$ cat src/rtl/gp_pkg.sv
package gp_pkg;

  typedef enum logic [2:0] {
    AG_IDLE,
    AG_RUN,
    AG_IX_REQ,
    AG_IX_WAIT,
    AG_EL_REQ
  } ag_state_e;

  // Size code of an index entry -> bytes per entry
  function automatic logic [2:0] idx_bytes(input logic [1:0] code);
    case (code)
      2'd0:    return 3'd1;
      2'd1:    return 3'd2;
      default: return 3'd4;
    endcase
  endfunction

endpackage

$ cat src/rtl/gp_fifo.sv
module gp_fifo #(
  parameter int W     = 16,
  parameter int DEPTH = 4,
  parameter int CNT_W = $clog2(DEPTH + 1)
) (
  input  logic             clk,
  input  logic             rst_n,
  input  logic             push,
  input  logic [W-1:0]     din,
  input  logic             pop,
  output logic [W-1:0]     dout,
  output logic             empty,
  output logic [CNT_W-1:0] count
);
  localparam int PTR_W = (DEPTH > 1) ? $clog2(DEPTH) : 1;

  logic [W-1:0]     store_q [DEPTH];
  logic [PTR_W-1:0] wr_q, rd_q;
  logic [CNT_W-1:0] cnt_q;
  logic             do_push, do_pop;

  assign empty   = (cnt_q == '0);
  assign do_push = push && (cnt_q != CNT_W'(DEPTH));
  assign do_pop  = pop && !empty;
  assign dout    = store_q[rd_q];
  assign count   = cnt_q;

  always_ff @(posedge clk or negedge rst_n) begin
    if (!rst_n) begin
      wr_q  <= '0;
      rd_q  <= '0;
      cnt_q <= '0;
    end else begin
      if (do_push) begin
        store_q[wr_q] <= din;
        wr_q <= (wr_q == PTR_W'(DEPTH - 1)) ? '0 : wr_q + PTR_W'(1);
      end
      if (do_pop) rd_q <= (rd_q == PTR_W'(DEPTH - 1)) ? '0 : rd_q + PTR_W'(1);
      cnt_q <= cnt_q + CNT_W'(do_push) - CNT_W'(do_pop);
    end
  end
endmodule

$ cat src/rtl/gp_addr_gen.sv
module gp_addr_gen
  import gp_pkg::*;
#(
  parameter int ADDR_W = 32,
  parameter int LEN_W  = 8,
  parameter int MEM_W  = 32,
  parameter int ELEM_W = 16,
  parameter int DEPTH  = 4,
  parameter int CNT_W  = $clog2(DEPTH + 1)
) (
  input  logic              clk,
  input  logic              rst_n,
  input  logic              start,
  input  logic              cfg_indexed,
  input  logic [ADDR_W-1:0] cfg_base,
  input  logic [ADDR_W-1:0] cfg_step,
  input  logic [ADDR_W-1:0] cfg_idx_addr,
  input  logic [1:0]        cfg_idx_code,
  input  logic [LEN_W:0]    cfg_total,
  input  logic [CNT_W-1:0]  fifo_cnt,
  output logic              mem_req_valid,
  input  logic              mem_req_ready,
  output logic [ADDR_W-1:0] mem_req_addr,
  input  logic              mem_rsp_valid,
  input  logic [MEM_W-1:0]  mem_rsp_data,
  output logic              elem_push,
  output logic [ELEM_W-1:0] elem_data,
  output logic [CNT_W-1:0]  inflight
);
  localparam int TOT_W      = LEN_W + 1;
  localparam int ELEM_BYTES = ELEM_W / 8;
  localparam int ELEM_SH    = $clog2(ELEM_BYTES);

  ag_state_e         state_q;
  logic [TOT_W-1:0]  issued_q;
  logic [ADDR_W-1:0] run_addr_q, ix_addr_q, el_addr_q;
  logic [CNT_W-1:0]  inflight_q;
  logic [CNT_W:0]    claim;
  logic              credit_ok, issue, issue_el, rsp_is_idx, last_issue;
  logic [MEM_W-1:0]  idx_val;

  assign claim      = {1'b0, inflight_q} + {1'b0, fifo_cnt};
  assign credit_ok  = claim < (CNT_W + 1)'(DEPTH);
  assign issue      = mem_req_valid && mem_req_ready;
  assign issue_el   = issue && (state_q == AG_RUN || state_q == AG_EL_REQ);
  assign rsp_is_idx = mem_rsp_valid && (state_q == AG_IX_WAIT) && (inflight_q == '0);
  assign elem_push  = mem_rsp_valid && !rsp_is_idx;
  assign elem_data  = mem_rsp_data[ELEM_W-1:0];
  assign inflight   = inflight_q;
  assign last_issue = (issued_q == cfg_total - TOT_W'(1));

  always_comb begin
    case (cfg_idx_code)
      2'd0:    idx_val = MEM_W'(mem_rsp_data[7:0]);
      2'd1:    idx_val = MEM_W'(mem_rsp_data[15:0]);
      default: idx_val = mem_rsp_data;
    endcase
  end

  always_comb begin
    mem_req_valid = 1'b0;
    mem_req_addr  = '0;
    case (state_q)
      AG_RUN:    begin mem_req_valid = credit_ok; mem_req_addr = run_addr_q; end
      AG_IX_REQ: begin mem_req_valid = 1'b1;      mem_req_addr = ix_addr_q;  end
      AG_EL_REQ: begin mem_req_valid = credit_ok; mem_req_addr = el_addr_q;  end
      default:   ;
    endcase
  end

  always_ff @(posedge clk or negedge rst_n) begin
    if (!rst_n) begin
      state_q    <= AG_IDLE;
      issued_q   <= '0;
      run_addr_q <= '0;
      ix_addr_q  <= '0;
      el_addr_q  <= '0;
      inflight_q <= '0;
    end else begin
      inflight_q <= inflight_q + CNT_W'(issue_el) - CNT_W'(elem_push);
      case (state_q)
        AG_IDLE: if (start) begin
          issued_q   <= '0;
          run_addr_q <= cfg_base;
          ix_addr_q  <= cfg_idx_addr;
          state_q    <= cfg_indexed ? AG_IX_REQ : AG_RUN;
        end
        AG_RUN: if (issue) begin
          run_addr_q <= run_addr_q + cfg_step;
          issued_q   <= issued_q + TOT_W'(1);
          if (last_issue) state_q <= AG_IDLE;
        end
        AG_IX_REQ: if (issue) begin
          ix_addr_q <= ix_addr_q + ADDR_W'(idx_bytes(cfg_idx_code));
          state_q   <= AG_IX_WAIT;
        end
        AG_IX_WAIT: if (rsp_is_idx) begin
          el_addr_q <= cfg_base + (ADDR_W'(idx_val) << ELEM_SH);
          state_q   <= AG_EL_REQ;
        end
        AG_EL_REQ: if (issue) begin
          issued_q <= issued_q + TOT_W'(1);
          state_q  <= last_issue ? AG_IDLE : AG_IX_REQ;
        end
        default: state_q <= AG_IDLE;
      endcase
    end
  end
endmodule

$ cat src/rtl/gp_beat_pack.sv
module gp_beat_pack #(
  parameter int ELEM_W = 16,
  parameter int LANES  = 4,
  parameter int LEN_W  = 8
) (
  input  logic                    clk,
  input  logic                    rst_n,
  input  logic                    start,
  input  logic [LEN_W:0]          cfg_total,
  input  logic                    elem_avail,
  input  logic [ELEM_W-1:0]       elem_data,
  output logic                    elem_pop,
  output logic                    beat_valid,
  input  logic                    beat_ready,
  output logic [LANES*ELEM_W-1:0] beat_data,
  output logic                    beat_last
);
  localparam int TOT_W  = LEN_W + 1;
  localparam int LIDX_W = (LANES > 1) ? $clog2(LANES) : 1;

  logic [LANES-1:0][ELEM_W-1:0] lanes_q;
  logic [LIDX_W-1:0]            lane_q;
  logic [TOT_W-1:0]             taken_q;
  logic                         bv_q, bl_q, last_elem, lane_full;

  assign elem_pop   = elem_avail && !bv_q;
  assign last_elem  = (taken_q == cfg_total - TOT_W'(1));
  assign lane_full  = (lane_q == LIDX_W'(LANES - 1));
  assign beat_valid = bv_q;
  assign beat_last  = bl_q;

  for (genvar g = 0; g < LANES; g++) begin : g_lane
    assign beat_data[g*ELEM_W +: ELEM_W] = lanes_q[g];
  end

  always_ff @(posedge clk or negedge rst_n) begin
    if (!rst_n) begin
      lanes_q <= '0;
      lane_q  <= '0;
      taken_q <= '0;
      bv_q    <= 1'b0;
      bl_q    <= 1'b0;
    end else if (start) begin
      lane_q  <= '0;
      taken_q <= '0;
    end else if (bv_q) begin
      if (beat_ready) begin
        bv_q    <= 1'b0;
        bl_q    <= 1'b0;
        lanes_q <= '0;
      end
    end else if (elem_pop) begin
      lanes_q[lane_q] <= elem_data;
      taken_q         <= taken_q + TOT_W'(1);
      if (lane_full || last_elem) begin
        bv_q   <= 1'b1;
        bl_q   <= last_elem;
        lane_q <= '0;
      end else begin
        lane_q <= lane_q + LIDX_W'(1);
      end
    end
  end
endmodule

$ cat src/rtl/gather_packer.sv
module gather_packer #(
  parameter int ADDR_W = 32,
  parameter int LEN_W  = 8,
  parameter int ELEM_W = 16,
  parameter int LANES  = 4,
  parameter int MEM_W  = 32,
  parameter int STEP_W = 16,
  parameter int DEPTH  = 4
) (
  input  logic                    clk,
  input  logic                    rst_n,
  input  logic                    req_valid,
  output logic                    req_ready,
  input  logic [ADDR_W-1:0]       req_base,
  input  logic [LEN_W-1:0]        req_len,
  input  logic                    req_packed,
  input  logic                    req_indexed,
  input  logic [STEP_W-1:0]       req_step,
  input  logic [ADDR_W-1:0]       req_idx_addr,
  output logic                    mem_req_valid,
  input  logic                    mem_req_ready,
  output logic [ADDR_W-1:0]       mem_req_addr,
  input  logic                    mem_rsp_valid,
  input  logic [MEM_W-1:0]        mem_rsp_data,
  output logic                    beat_valid,
  input  logic                    beat_ready,
  output logic [LANES*ELEM_W-1:0] beat_data,
  output logic                    beat_last
);
  localparam int CNT_W      = $clog2(DEPTH + 1);
  localparam int TOT_W      = LEN_W + 1;
  localparam int ELEM_BYTES = ELEM_W / 8;
  localparam int BEAT_W     = LANES * ELEM_W;

  logic              active_q, start_q, accept;
  logic              cfg_ix_q;
  logic [ADDR_W-1:0] cfg_base_q, cfg_step_q, cfg_idx_q;
  logic [1:0]        cfg_code_q;
  logic [TOT_W-1:0]  cfg_total_q;

  logic              elem_push, elem_pop, fifo_empty;
  logic [ELEM_W-1:0] push_data, pop_data;
  logic [CNT_W-1:0]  fifo_cnt, ag_inflight;

  assign req_ready = !active_q;
  assign accept    = req_valid && !active_q;

  always_ff @(posedge clk or negedge rst_n) begin
    if (!rst_n) begin
      active_q    <= 1'b0;
      start_q     <= 1'b0;
      cfg_ix_q    <= 1'b0;
      cfg_base_q  <= '0;
      cfg_step_q  <= '0;
      cfg_idx_q   <= '0;
      cfg_code_q  <= '0;
      cfg_total_q <= '0;
    end else begin
      start_q <= accept;
      if (accept) begin
        active_q    <= 1'b1;
        cfg_base_q  <= req_base;
        cfg_step_q  <= req_packed ? ADDR_W'(req_step) : ADDR_W'(ELEM_BYTES);
        cfg_ix_q    <= req_packed && req_indexed;
        cfg_code_q  <= req_step[1:0];
        cfg_idx_q   <= req_idx_addr;
        cfg_total_q <= TOT_W'(req_len) + TOT_W'(1);
      end else if (beat_valid && beat_ready && beat_last) begin
        active_q <= 1'b0;
      end
    end
  end

  gp_addr_gen #(
    .ADDR_W(ADDR_W), .LEN_W(LEN_W), .MEM_W(MEM_W),
    .ELEM_W(ELEM_W), .DEPTH(DEPTH), .CNT_W(CNT_W)
  ) u_agen (
    .clk(clk), .rst_n(rst_n), .start(start_q),
    .cfg_indexed(cfg_ix_q), .cfg_base(cfg_base_q), .cfg_step(cfg_step_q),
    .cfg_idx_addr(cfg_idx_q), .cfg_idx_code(cfg_code_q), .cfg_total(cfg_total_q),
    .fifo_cnt(fifo_cnt),
    .mem_req_valid(mem_req_valid), .mem_req_ready(mem_req_ready), .mem_req_addr(mem_req_addr),
    .mem_rsp_valid(mem_rsp_valid), .mem_rsp_data(mem_rsp_data),
    .elem_push(elem_push), .elem_data(push_data), .inflight(ag_inflight)
  );

  gp_fifo #(.W(ELEM_W), .DEPTH(DEPTH), .CNT_W(CNT_W)) u_fifo (
    .clk(clk), .rst_n(rst_n),
    .push(elem_push), .din(push_data),
    .pop(elem_pop), .dout(pop_data),
    .empty(fifo_empty), .count(fifo_cnt)
  );

  gp_beat_pack #(.ELEM_W(ELEM_W), .LANES(LANES), .LEN_W(LEN_W)) u_pack (
    .clk(clk), .rst_n(rst_n), .start(start_q), .cfg_total(cfg_total_q),
    .elem_avail(!fifo_empty), .elem_data(pop_data), .elem_pop(elem_pop),
    .beat_valid(beat_valid), .beat_ready(beat_ready),
    .beat_data(beat_data), .beat_last(beat_last)
  );
endmodule

$ cat config.mk
export PLATFORM = sky130hd
export DESIGN_NAME = gather_packer
export DESIGN_NICKNAME = d
export VERILOG_FILES = /design/src/rtl/gp_pkg.sv /design/src/rtl/gp_fifo.sv /design/src/rtl/gp_addr_gen.sv /design/src/rtl/gp_beat_pack.sv /design/src/rtl/gather_packer.sv
export SDC_FILE = /design/constraint.sdc
export NUM_CORES = 1
export LEC_CHECK = 0
export BUFFER_PORTS_ARGS = -buffer_cell sky130_fd_sc_hd__buf_4
export CORE_ASPECT_RATIO = 1.25
export CORE_MARGIN = 4
export CORE_UTILIZATION = 53
export CTS_CLUSTER_SIZE = 24
export DETAILED_ROUTE_END_ITERATION = 10
export GPL_ROUTABILITY_DRIVEN = 0
export PLACE_DENSITY = 0.77
export SLEW_MARGIN = 15
export SYNTH_ARGS = -nofsm -noshare
export SYNTH_HDL_FRONTEND = slang
export SYNTH_SLANG_ARGS = --single-unit
$ cat constraint.sdc
create_clock -name clk -period 3.3 [get_ports clk]
set_clock_uncertainty 0.15 [all_clocks]
set_input_delay 0.99 -clock clk [delete_from_list [all_inputs] [get_ports clk]]
set_output_delay 0.99 -clock clk [all_outputs]
set_load 0.02 [all_outputs]
Word level (Yosys, flattened, before mapping)
Memories as Yosys holds them, arrays and structs flattened.
Cells that the tools add are included.
{"block": "totals", "output_inout_bits": 100, "ramBits": 64, "memories": 1, "word_cells": 157, "reg_bits": 305, "inputBits": 128}
{"name": "u_fifo.store_q", "words": 4, "word_bits": 16, "read_ports": 1, "rd_clocked_by_memory_dff": 0, "write_ports": 1, "line_no": "gp_fifo.sv:17", "source": "logic [W-1:0] store_q [DEPTH];"}
{"block": "classes", "add_sub_neg": 15, "n_eq_ne": 20, "n_reduce_logical": 40, "muxes": 52, "n_lt_le_gt_ge": 3, "bitwise_logic": 1}
{"cell": "2-to-1 mux 64 bit", "count": 3}
{"cell": "2-to-1 mux 32 bit", "count": 4}
{"cell": "case mux 32 bit (2 select lines)", "count": 2}
{"cell": "case mux 32 bit (3 select lines)", "count": 1}
{"cell": "adder 32 bit", "count": 2}
{"cell": "bitwise mux 64 bit", "count": 1}
{"cell": "case mux 31 bit (2 select lines)", "count": 1}
{"cell": "2-to-1 mux 9 bit", "count": 5}
{"cell": "adder 32 x 3 -> 32 bit", "count": 1}
{"cell": "demux 16 bit (select 2 bit)", "count": 1}
{"cell": "2-to-1 mux 16 bit", "count": 2}
{"cell": "2-to-1 mux 3 bit", "count": 8}
{"cell": "adder 9 x 1 -> 9 bit, second input constant", "count": 2}
{"cell": "equality test 9 bit", "count": 2}
{"cell": "case mux 9 bit (2 select lines)", "count": 1}
{"cell": "2-to-1 mux 2 bit", "count": 8}
{"cell": "case mux 3 bit (5 select lines)", "count": 1}
{"cell": "logical AND 1 bit", "count": 14}
{"cell": "nonzero test 2 bit", "count": 7}
{"cell": "2-to-1 mux 1 bit", "count": 12}
{"cell": "inequality test 2 x 1 -> 1 bit, second input constant", "count": 6}
{"cell": "AND reduction 3 bit", "count": 4}
{"cell": "adder 8 x 1 -> 9 bit, second input constant", "count": 1}
{"cell": "zero test 3 bit", "count": 3}
{"cell": "25 further kinds", "count": 39}

Longest topological paths before layout
{"block": "depth", "word_depth": 9, "depth_mapped": 13, "ltp_nobuf": 12}

Modules after synthesis
A second synthesis with hierarchy kept.
{"block": "unflattened", "hier_cells": 2018, "area_unflattened_um2": 19262.2}
{"module": "gp_addr_gen", "n_inst": 1, "cells_per_inst": 1226, "area_per_inst_um2": 9545.4, "seq_area_each_um2": 2777.7}
{"module": "gather_packer", "n_inst": 1, "cells_per_inst": 406, "area_per_inst_um2": 3643.5, "seq_area_each_um2": 2352.3}
{"module": "gp_beat_pack", "n_inst": 1, "cells_per_inst": 259, "area_per_inst_um2": 3238.1, "seq_area_each_um2": 1926.8}
{"module": "gp_fifo", "n_inst": 1, "cells_per_inst": 127, "area_per_inst_um2": 2835.2, "seq_area_each_um2": 2097.0}

Worst setup path before layout
No wires, ideal clock.
{"block": "synth_path", "path_kind": "input port to flip-flop", "start": "input port mem_rsp_data[13]", "end": "register u_agen.el_addr_q[27]", "path_buffers": 1, "path_stages": 11, "arrival_time_ns": 3.292, "slack_ns": -0.275, "t_required_ns": 3.017, "setup_ns": 0.133, "path_cell_list": "nor2b_1 ha_1 clkbuf_1 a21o_1 a2111oi_0 o21bai_1 a221o_1 or2_2 a31oi_2 xor2_1 o21ai_0"}
{"block": "synth_via", "elab_chain_cells": 2}
{"item": "from (decl)", "line_no": "gather_packer.sv:24", "source": "input logic [MEM_W-1:0] mem_rsp_data,"}
{"item": "case mux 31 bit (2 select lines)", "line_no": "gp_addr_gen.sv:53", "source": "case (cfg_idx_code)"}
{"item": "adder 32 bit", "line_no": "gp_addr_gen.sv:98", "source": "el_addr_q <= cfg_base + (ADDR_W'(idx_val) << ELEM_SH);"}
{"item": "to (signal assigned)", "line_no": "gp_addr_gen.sv:98"}
{"item": "to (decl)", "line_no": "gp_addr_gen.sv:36", "source": "logic [ADDR_W-1:0] run_addr_q, ix_addr_q, el_addr_q;"}
No other way between the ends.
A chain may end at the register's enable or synchronous reset.

Worst setup path after layout
{"block": "layout_path", "start": "register u_agen.inflight_q[2], in the netlist u_agen.inflight[2]", "end": "output port mem_req_valid"}
{"block": "layout_via", "elab_chain_cells": 3}
{"item": "from (decl)", "line_no": "gp_addr_gen.sv:37", "source": "logic [CNT_W-1:0] inflight_q;"}
{"item": "from (signal assigned)", "line_no": "gp_addr_gen.sv:80", "source": "inflight_q <= inflight_q + CNT_W'(issue_el) - CNT_W'(elem_push);"}
{"item": "adder 3 x 3 -> 4 bit", "line_no": "gp_addr_gen.sv:42", "source": "assign claim = {1'b0, inflight_q} + {1'b0, fifo_cnt};"}
{"item": "< comparator 4 x 3 -> 1 bit", "line_no": "gp_addr_gen.sv:43", "source": "assign credit_ok = claim < (CNT_W + 1)'(DEPTH);"}
{"item": "case mux 1 bit (2 select lines)", "line_no": "gp_addr_gen.sv:63", "source": "case (state_q)"}
{"item": "to (decl)", "line_no": "gather_packer.sv:20", "source": "output logic mem_req_valid,"}
No other way between the ends.

==> results.md <==
- Status: complete, but fails checks
- Failing checks: setup timing
- Top Layer Used: met4
- Post-synthesis cell count: 1949
- Layout Nets: 2433
- Input/output buffers: 226
- Unrepaired setup endpoints after global routing: yes
- Global route overflow: 0
- CP Capture Type: output port
- Worst Tran Pin Value: ~810 ps
- Req. time, crit path: 2160 ps
- First-pass GRT wire length: 84600 um
- Die ar.: 38100 um^2
- Final hold viol count: 0
- Net Count, Synth: between 2000 and 2500
- Final worst slack: -166 ps
- Power Total: roughly 24000 uW
- VDD IR max: between 0.4 and 0.5 mV
- Period utilization: 105%
- Max Clock Freq: 288 MHz
- H-tree depth: 2
- Setup Crit Path Kind: flip-flop to output port
- Worst-Skew Late Latency: 540 ps
- Initial DRT Pass Iterations: 6
- Initial antenna violation count: 0
- Clock buffer count from CTS: 38
- Via count: 16306
- CTS clock-pin slew for the worst setup and hold paths: about 60 ps
- WL met3: 3770 um
- Ys Warns: 0
- Max Slew Vio Count: 0
- Clock Path Buffers: 3
- Vias in the first global route: 15838
- Peak fanout along the critical path: 3
- Total GRT Usage: approximately 27%
- Die Y: 217 um
- Drt total wl: 53700 um
- Ys flop type: dfrtp_1
- Largest stage delay on the critical path: 560 ps
- Sequential share of the synthesized area: between 40% and 50%
- Met1 Wirelength: 20500 um
- Final ANT Viol Nets: 0
- Root buffer cell: clkbuf_16
- Largest net degree at the start of global routing: 106
- Critical-path top delay cell: or4_4
- Worst path cell trace: ha_2, or4_4, a31oi_4, inv_2, o22ai_4, buf_6
- Syn avg cell area: 9.52 um^2
- Hold Crit Class: input port to asynchronous set/reset pin
- Met2 WL: 26300 um
- Crit path DAT: 2330 ps
- Asr flop ratio synth: approximately four fifths
- Slew headroom: 45.7%
- Initial Util: 53.8%
- CP Launch Type: flip-flop
- Mean number of vias per cell: 5.97
- MaxCap Viol Count: 0
- Io pins: between 200 and 250
- FF+latch count, synth: 353
- Fillers: 2723
- Fin crit period: 3470 ps
- Final Setup Violations: 4
- Die Wd: ~180 um
- Row Count: 76
- # clock sinks: approximately 350
- Post-synth EDFFs: 64
- Pwr dens: ~1000 nW/um^2
- Post-DR wirelength/cell: ~20 um
- CTS tree: built
- Final TNS setup: -240 ps
- DR iter-0 viols: 1362
- DP HPWL: 39300 um
- Layout cells sized above 1: a little over a fifth
- Final core area utilization: 66.5%
- Post-Syn Area: 18600 um^2
- Antenna fix cells: 0
- Netlist cell types: 76
- Static leakage: between 0.01 and 0.015 uW
- Area Growth Syn to Fin: 23.6%
- Core box area: 34500 um^2
- DR DRC count: 0
[worst paths after layout]
kind,slack (ps),endpoint,depth (start not counted),startpoint
worst max-delay path,-170,mem_req_valid,6,u_agen.inflight[2]
worst min-delay path,180,cfg_total_q[5],1,rst_n
worst max register to register,140,u_agen.el_addr_q[27],13,cfg_code_q[1]
worst min register to register,330,cfg_idx_q[14],2,cfg_idx_q[14]
max in group asynchronous,1900,cfg_base_q[7],2,rst_n
min in group clk,330,cfg_idx_q[14],2,cfg_idx_q[14]
[cells in the mapped netlist, drive strengths merged (35+ instances only)]
master  instances  area (um^2)
nand2         398         1500
dfrtp         289         7230
o21ai         135          676
a21oi         115          579
nor2          109          409
clkbuf        102          384
ha             68          851
a22o           67          587
nand3          66          330
edfxtp         64         1920
inv            45          169
xnor2          41          359
nor3           35          186
[sequential cells by signal (all words and copies together) (netlist names), 9 cells and up]
name	count
cfg_step_q	16
cfg_base_q	32
u_pack.taken_q	9
u_agen.el_addr_q	32
u_agen.run_addr_q	32
u_pack.beat_data	64
u_fifo.store_q	64
cfg_total_q	9
u_agen.ix_addr_q	32
cfg_idx_q	32
u_agen.issued_q	9
[metrics by stage]
stage	cells	area (um^2)	setup slack (ps)	hold WS, ps
2_1_floorplan	1949	18600	-23.3	290
3_3_place_gp	2648	21500	-342	306
3_5_place_dp	2648	21500	-458	312
4_1_cts	2721	22800	-114	188
5_1_grt	2730	22900	-197	206
6_report	2730	22900	-166	185
[logic make-up after synthesis]
logic type      Yosys count  share of synthesized area, %
fa+ha+maj                73                          5.12
mux                      21                          2.22
buf+inv                 156                          3.17
simple gates            755                          18.3
compound gates          517                          18.2
flops                   353                          49.3
xor+xnor                 74                          3.65
[what timing repair did]
item                                    in CTS  in global routing
cloned                                       0                  2
hold buffers                                 0                  0
buffers inserted                             3                  7
endpoints found under the setup margin      30                 49
pin swaps                                    3                  5
resized for setup                           26                 37
[worst max-delay path, delay by kind of cell (launching register included)]
family          cells  cell delay, ps
simple gates        1             560
compound gates      2             430
flops               1             390
buf+inv             2             220
fa+ha+maj           1             190
[routing by layer]
layer / track usage (%) / vias to the layer above
met2: 46.3 / 719
met1: 34.8 / 7860
met3: 3.79 / 180
met5: 0 / -
li1: - / 7547
met4: 13.8 / 0
[cells in the final DEF, fill, tap and decap left out, types with 6 or more instances in the layout]
cell type,instances
a211oi_1,7
a21o_1,34
a21oi_1,113
a22o_1,67
a22oi_1,31
a2bb2oi_1,9
a31oi_1,23
and2_1,31
and3_1,27
and4_1,7
buf_12,11
buf_4,334
clkbuf_1,6
clkbuf_16,39
clkinv_2,8
dfrtp_1,287
edfxtp_1,64
ha_1,66
inv_1,44
mux4_2,16
nand2_1,396
nand2b_1,7
nand3_1,65
nand4_1,19
nor2_1,106
nor2b_1,18
nor3_1,31
o211ai_1,8
o21a_1,9
o21ai_0,103
o21ai_1,24
o21ai_2,8
o21bai_1,6
o22a_1,6
o22ai_1,18
o31ai_1,11
or3_1,12
xnor2_1,41
xor2_1,31
[layout make-up]
class | count | area [um^2] | area share [%]
flip-flops and latches | 353 | 9160 | 39.9
well taps | 468 | 586 | 2.55
clock inverters | 21 | 183 | 0.796
multi-input cells | 1440 | 8970 | 39.1
repair buffers | 352 | 2830 | 12.3
inverters | 47 | 180 | 0.785
clock buffers | 49 | 1040 | 4.54
[power by group]
part | switching, uW | leakage [uW] | internal [uW] | total, uW
Combinational | 6610 | 0.00584 | 5140 | 11800
Clock | 1790 | 0.000606 | 2410 | 4200
Sequential | 1660 | 0.00422 | 6050 | 7710
Power figures use the tool's default switching activity.
